<file path="config.mk">
export PLATFORM = sky130hd
export DESIGN_NAME = pair_regfile
export DESIGN_NICKNAME = d
export VERILOG_FILES = /design/src/rtl/pr_pkg.sv /design/src/rtl/pr_sel_decode.sv /design/src/rtl/pr_step_unit.sv /design/src/rtl/pair_regfile.sv
export SDC_FILE = /design/constraint.sdc
export NUM_CORES = 1
export LEC_CHECK = 0
export ABC_AREA = 1
export BUFFER_PORTS_ARGS = -buffer_cell sky130_fd_sc_hd__buf_2
export CORE_MARGIN = 1.5
export CORE_UTILIZATION = 61
export DETAILED_ROUTE_END_ITERATION = 7
export HOLD_SLACK_MARGIN = 0.15
export PLACE_DENSITY = 0.95
export SYNTH_ARGS = -nofsm -noshare
export SYNTH_HDL_FRONTEND = slang
export SYNTH_SLANG_ARGS = --single-unit
</file>
<file path="constraint.sdc">
create_clock -name clk_i -period 7.2 [get_ports clk_i]
set_clock_uncertainty 0.1 [all_clocks]
set_input_delay 2.16 -clock clk_i [delete_from_list [all_inputs] [get_ports clk_i]]
set_output_delay 2.16 -clock clk_i [all_outputs]
set_load 0.01 [all_outputs]
</file>
<file path="src/rtl/pr_pkg.sv">
package pr_pkg;
  localparam int unsigned BYTE_W    = 8;
  localparam int unsigned PAIR_W    = 2 * BYTE_W;
  localparam int unsigned NUM_PAIRS = 6;
  localparam int unsigned NUM_BYTES = 2 * NUM_PAIRS;
  localparam int unsigned SEL_W     = 5;
  localparam int unsigned IDX_W     = SEL_W - 1;
  localparam int unsigned PIDX_W    = IDX_W - 1;

  typedef enum logic [1:0] {
    STEP_NONE = 2'b00,
    STEP_INC  = 2'b01,
    STEP_DEC  = 2'b10,
    STEP_INC2 = 2'b11
  } step_e;
endpackage

</file>
<file path="src/rtl/pr_sel_decode.sv">
module pr_sel_decode
  import pr_pkg::*;
(
  input  logic [SEL_W-1:0]  sel_i,
  output logic              pair_o,
  output logic              valid_o,
  output logic [IDX_W-1:0]  byte_idx_o,
  output logic [PIDX_W-1:0] pair_idx_o
);
  localparam logic [IDX_W-1:0]  BYTE_LIM = IDX_W'(NUM_BYTES);
  localparam logic [PIDX_W-1:0] PAIR_LIM = PIDX_W'(NUM_PAIRS);

  assign pair_o     = sel_i[SEL_W-1];
  assign byte_idx_o = sel_i[IDX_W-1:0];
  // high-byte index of a pair is even; bit 0 is don't-care
  assign pair_idx_o = sel_i[IDX_W-1:1];

  always_comb begin
    if (pair_o) valid_o = (pair_idx_o < PAIR_LIM);
    else        valid_o = (byte_idx_o < BYTE_LIM);
  end
endmodule

</file>
<file path="src/rtl/pr_step_unit.sv">
module pr_step_unit
  import pr_pkg::*;
(
  input  logic [PAIR_W-1:0] val_i,
  input  step_e             code_i,
  output logic [PAIR_W-1:0] res_o
);
  always_comb begin
    unique case (code_i)
      STEP_INC:  res_o = val_i + PAIR_W'(1);
      STEP_DEC:  res_o = val_i - PAIR_W'(1);
      STEP_INC2: res_o = val_i + PAIR_W'(2);
      default:   res_o = val_i;
    endcase
  end
endmodule

</file>
<file path="src/rtl/pair_regfile.sv">
module pair_regfile
  import pr_pkg::*;
(
  input  logic              clk_i,
  input  logic              rst_ni,
  input  logic [SEL_W-1:0]  rd_sel_i,
  input  logic              rd_en_i,
  input  logic [SEL_W-1:0]  wr_sel_i,
  input  logic              wr_en_i,
  input  logic [1:0]        step_i,
  input  logic [PAIR_W-1:0] bus_i,
  output logic [PAIR_W-1:0] bus_o,
  output logic [PAIR_W-1:0] bc_o,
  output logic [PAIR_W-1:0] de_o,
  output logic [PAIR_W-1:0] hl_o,
  output logic [PAIR_W-1:0] wz_o,
  output logic [PAIR_W-1:0] pc_o,
  output logic [PAIR_W-1:0] sp_o
);
  logic [BYTE_W-1:0] bytes_q [NUM_BYTES];
  logic [PAIR_W-1:0] pair_val [NUM_PAIRS];

  logic              rd_pair, rd_valid;
  logic [IDX_W-1:0]  rd_byte_idx;
  logic [PIDX_W-1:0] rd_pair_idx;
  logic              wr_pair, wr_valid;
  logic [IDX_W-1:0]  wr_byte_idx;
  logic [PIDX_W-1:0] wr_pair_idx;

  pr_sel_decode u_rd_dec (
    .sel_i      (rd_sel_i),
    .pair_o     (rd_pair),
    .valid_o    (rd_valid),
    .byte_idx_o (rd_byte_idx),
    .pair_idx_o (rd_pair_idx)
  );

  pr_sel_decode u_wr_dec (
    .sel_i      (wr_sel_i),
    .pair_o     (wr_pair),
    .valid_o    (wr_valid),
    .byte_idx_o (wr_byte_idx),
    .pair_idx_o (wr_pair_idx)
  );

  // step source: selected pair, zero when select is not a valid pair
  logic [PAIR_W-1:0] step_src, step_res;
  logic              step_act;

  always_comb begin
    step_src = '0;
    if (wr_pair && wr_valid) step_src = pair_val[wr_pair_idx];
  end

  assign step_act = wr_pair && wr_valid && !wr_en_i && (step_i != STEP_NONE);

  pr_step_unit u_step (
    .val_i  (step_src),
    .code_i (step_e'(step_i)),
    .res_o  (step_res)
  );

  for (genvar p = 0; p < NUM_PAIRS; p++) begin : g_pair
    assign pair_val[p] = {bytes_q[2*p], bytes_q[2*p+1]};
  end

  for (genvar i = 0; i < NUM_BYTES; i++) begin : g_byte
    localparam bit IS_HI = (i % 2) == 0;
    logic pair_hit, byte_hit;
    logic [BYTE_W-1:0] bus_half, step_half;

    assign pair_hit  = wr_pair && wr_valid && (wr_pair_idx == PIDX_W'(i / 2));
    assign byte_hit  = !wr_pair && wr_valid && (wr_byte_idx == IDX_W'(i));
    assign bus_half  = IS_HI ? bus_i[PAIR_W-1:BYTE_W] : bus_i[BYTE_W-1:0];
    assign step_half = IS_HI ? step_res[PAIR_W-1:BYTE_W] : step_res[BYTE_W-1:0];

    always_ff @(posedge clk_i or negedge rst_ni) begin
      if (!rst_ni) begin
        bytes_q[i] <= '0;
      end else if (wr_en_i && pair_hit) begin
        bytes_q[i] <= bus_half;
      end else if (wr_en_i && byte_hit) begin
        bytes_q[i] <= bus_i[BYTE_W-1:0];
      end else if (step_act && pair_hit) begin
        bytes_q[i] <= step_half;
      end
    end
  end

  always_comb begin
    bus_o = '0;
    if (rd_en_i && rd_valid) begin
      if (rd_pair) bus_o = pair_val[rd_pair_idx];
      else         bus_o = {{BYTE_W{1'b0}}, bytes_q[rd_byte_idx]};
    end
  end

  assign bc_o = pair_val[0];
  assign de_o = pair_val[1];
  assign hl_o = pair_val[2];
  assign wz_o = pair_val[3];
  assign pc_o = pair_val[4];
  assign sp_o = pair_val[5];
endmodule

</file>
==> flow_summary.json <==
{
  "tightest_slew_ns": 1.05,
  "critPathArrivalTime_ns": 4.42,
  "reg2reg_slack_ns": 3.49,
  "hold_viol_final": 0,
  "rows": 44,
  "root_buffer": "clkbuf_16",
  "post_cts_buffers": 0,
  "maxSlewViolCount": 0,
  "setup_slack_ns": 0.519,
  "rr_startpoint": "de_o[1]",
  "fmax_ghz": 0.150,
  "ys_warn_count": 0,
  "ys_ff_latch": 96,
  "wl_um": 38100,
  "fin_tns_setup_ns": 0,
  "clock_latency_ns": 0.36,
  "synth-edff-count": 0,
  "required_ns": 4.94,
  "status": "finished, final reports clean",
  "ys_async_sr_fraction_pct": 100,
  "overflow": 0,
  "slew_headroom_pct": 29.3,
  "drc": 0,
  "cts_buffer_depth": 2,
  "avgRoutedWirePerCell_um": 21.6,
  "syn-num-nets": 1518,
  "syn_avg_cell_area_um2": 6.21,
  "hp-class": "reg2reg",
  "routed.top_layer": "met4",
  "port_buffers": 143,
  "ff2ff_path_depth": 18,
  "cp-start-kind": "primary input",
  "ys_types": 56,
  "yosys_most_used_dff": "dfrtp_1",
  "peakVddDrop_mv": 0.170,
  "hp-start": "pc_o[13]",
  "crit_type": "in2out",
  "holdWs_ns": 0.498,
  "routed_via_density": 6.44,
  "first_global_vias": 10446,
  "yosys.area.top_type": "dfrtp_1",
  "syn_inst": 1467,
  "clock_sinks": 96,
  "gp_congestion": 1.09,
  "grt_start_max_net_pins": 53,
  "cts_tree": "built",
  "hold_end": "pc_o[13]",
  "layout_common_cells": "nand2_1, inv_1, nor2_1",
  "vias": 11373,
  "detailedPlace.worstSlack_ns": 0.616,
  "cts_made_buffers": 9,
  "critical_path.reg2reg.endpoint": "pc_o[8]",
  "fin_crit_ns": 6.68,
  "die_area_um2": 15700,
  "first_iter_violations": 1708,
  "dr.pass1.iters": 7,
  "synth_area_leaders": "dfrtp_1, nand2_1, a21oi_1",
  "leakagePower_nw": 5.20,
  "wl_met3_um": 5990,
  "drive_gt1_share_pct": 17.1,
  "design.core.area_um2": 14600,
  "final_common_cell": "nand2_1",
  "netlist_area_um2": 9120,
  "cap_viol_max_count": 0,
  "synth_top_area_share_pct": 26.4,
  "end_kind": "primary output",
  "postCtsHoldBufs": 0,
  "post-dp-hpwl_um": 28300,
  "grt_first_pass_wirelength_um": 57300,
  "die_h_um": 125,
  "cts-resized-gates": 0,
  "antenna_left": 0,
  "path_max_fanout": 20,
  "io_pins": 144,
  "fin_crit_sh_pct": 92.8,
  "initial_utilization_pct": 62.5,
  "wl_met2_um": 15900,
  "die_width_um": 125,
  "setup_violations": 0,
  "p_per_area_nw_per_um2": 243,
  "antenna_found_initial": 0,
  "clk_pin_slew_worst_paths_ns": 0.08,
  "ys_seq_area_share_pct": 26.4,
  "rsz0062_at_grt": "false",
  "syn_to_final_growth_pct": 11.2,
  "nets": 1626,
  "track_usage_pct": 47.4,
  "wl_met1_um": 13700,
  "htree_num_levels": 3,
  "hold_depth": 2
}
## routing by layer
metal  up-vias  track usage [%]
met3       201             13.4
met2       964             70.4
met5         -                0
met4         0             26.1
li1       5106                -
met1      5102             62.5
## synth_stat cells, types with 4 or more instances
cell type and n:
nand2_1 358, inv_1 169, nor2_1 150, a21oi_1 143, o21ai_0 120, nand3_1 98
dfrtp_1 96, o22ai_1 50, nand2_2 32, clkbuf_1 28, nand4_1 21, ha_1 18
buf_2 14, o211ai_1 14, a21oi_2 12, inv_2 12, nor3_1 12, o21ai_1 10
a22oi_1 9, nand2_4 9, nor2_2 9, clkinv_1 7, nor2_4 6, o21bai_1 6
buf_4 5, o2111ai_1 5, o311ai_0 5, nand3_2 4, o21ai_2 4
## per-stage QoR
stage	power, mW	instances	instance area [µm²]	util (%)
floorplan	1.45	1467	9120	-
global placement	1.89	1748	9840	67.4
detailed placement	1.91	1748	9840	67.4
CTS	2.41	1764	10100	69.5
global route	2.56	1764	10100	69.5
finish	2.47	1765	10100	69.5
## worst max-delay path: stages
cell and delay (ns):
buf_2 0.22, inv_1 0.51, nand2_1 0.10, nand3_1 0.11, o21ai_0 0.10, a21oi_1 0.17
a21oi_1 0.06, a2111oi_0 0.73, buf_2 0.26
## report_power, final
part	switching, mW	internal (mW)	total [mW]
clock network	0.254	0.246	0.500
registers	0.248	0.695	0.943
logic	0.666	0.356	1.02
total	1.17	1.30	2.47
## how the worst max path moves through the flow
stage	from	endpoint	slack, ns
finish	rd_sel_i[1]	bus_o[7]	0.52
global route	rd_sel_i[1]	bus_o[7]	0.39
CTS	rd_sel_i[1]	bus_o[7]	0.61
detailed placement	rd_sel_i[1]	bus_o[7]	0.62
global placement	rd_sel_i[1]	bus_o[7]	0.64
floorplan	rd_sel_i[1]	bus_o[7]	1.29
## registers in the layout (all words and copies together) (netlist names)
name,count
bc_o,16
pc_o,16
de_o,16
hl_o,16
sp_o,16
wz_o,16
## final cells by class
type,instances,area (µm²)
Multi-Input combinational cell,1123,5680
Fill cell,1300,4450
Sequential cell,96,2400
Timing Repair Buffer,152,786
Inverter,193,736
Tap cell,184,230
Clock buffer,9,225
Clock inverter,7,76.3
Antenna cell,1,2.50
## kinds of logic after synthesis
| kind of cell | after synthesis | share of synthesized area, % |
|---|---|---|
| flip-flops | 96 | 26.4 |
| XOR/XNOR | 1 | 0.0961 |
| buffers and inverters | 248 | 11.3 |
| AND/OR/NAND/NOR | 706 | 34.4 |
| AO/OA/AOI/OAI | 397 | 25.2 |
| adder cells (fa/ha/maj) | 19 | 2.69 |
Power figures use the tool's default switching activity.
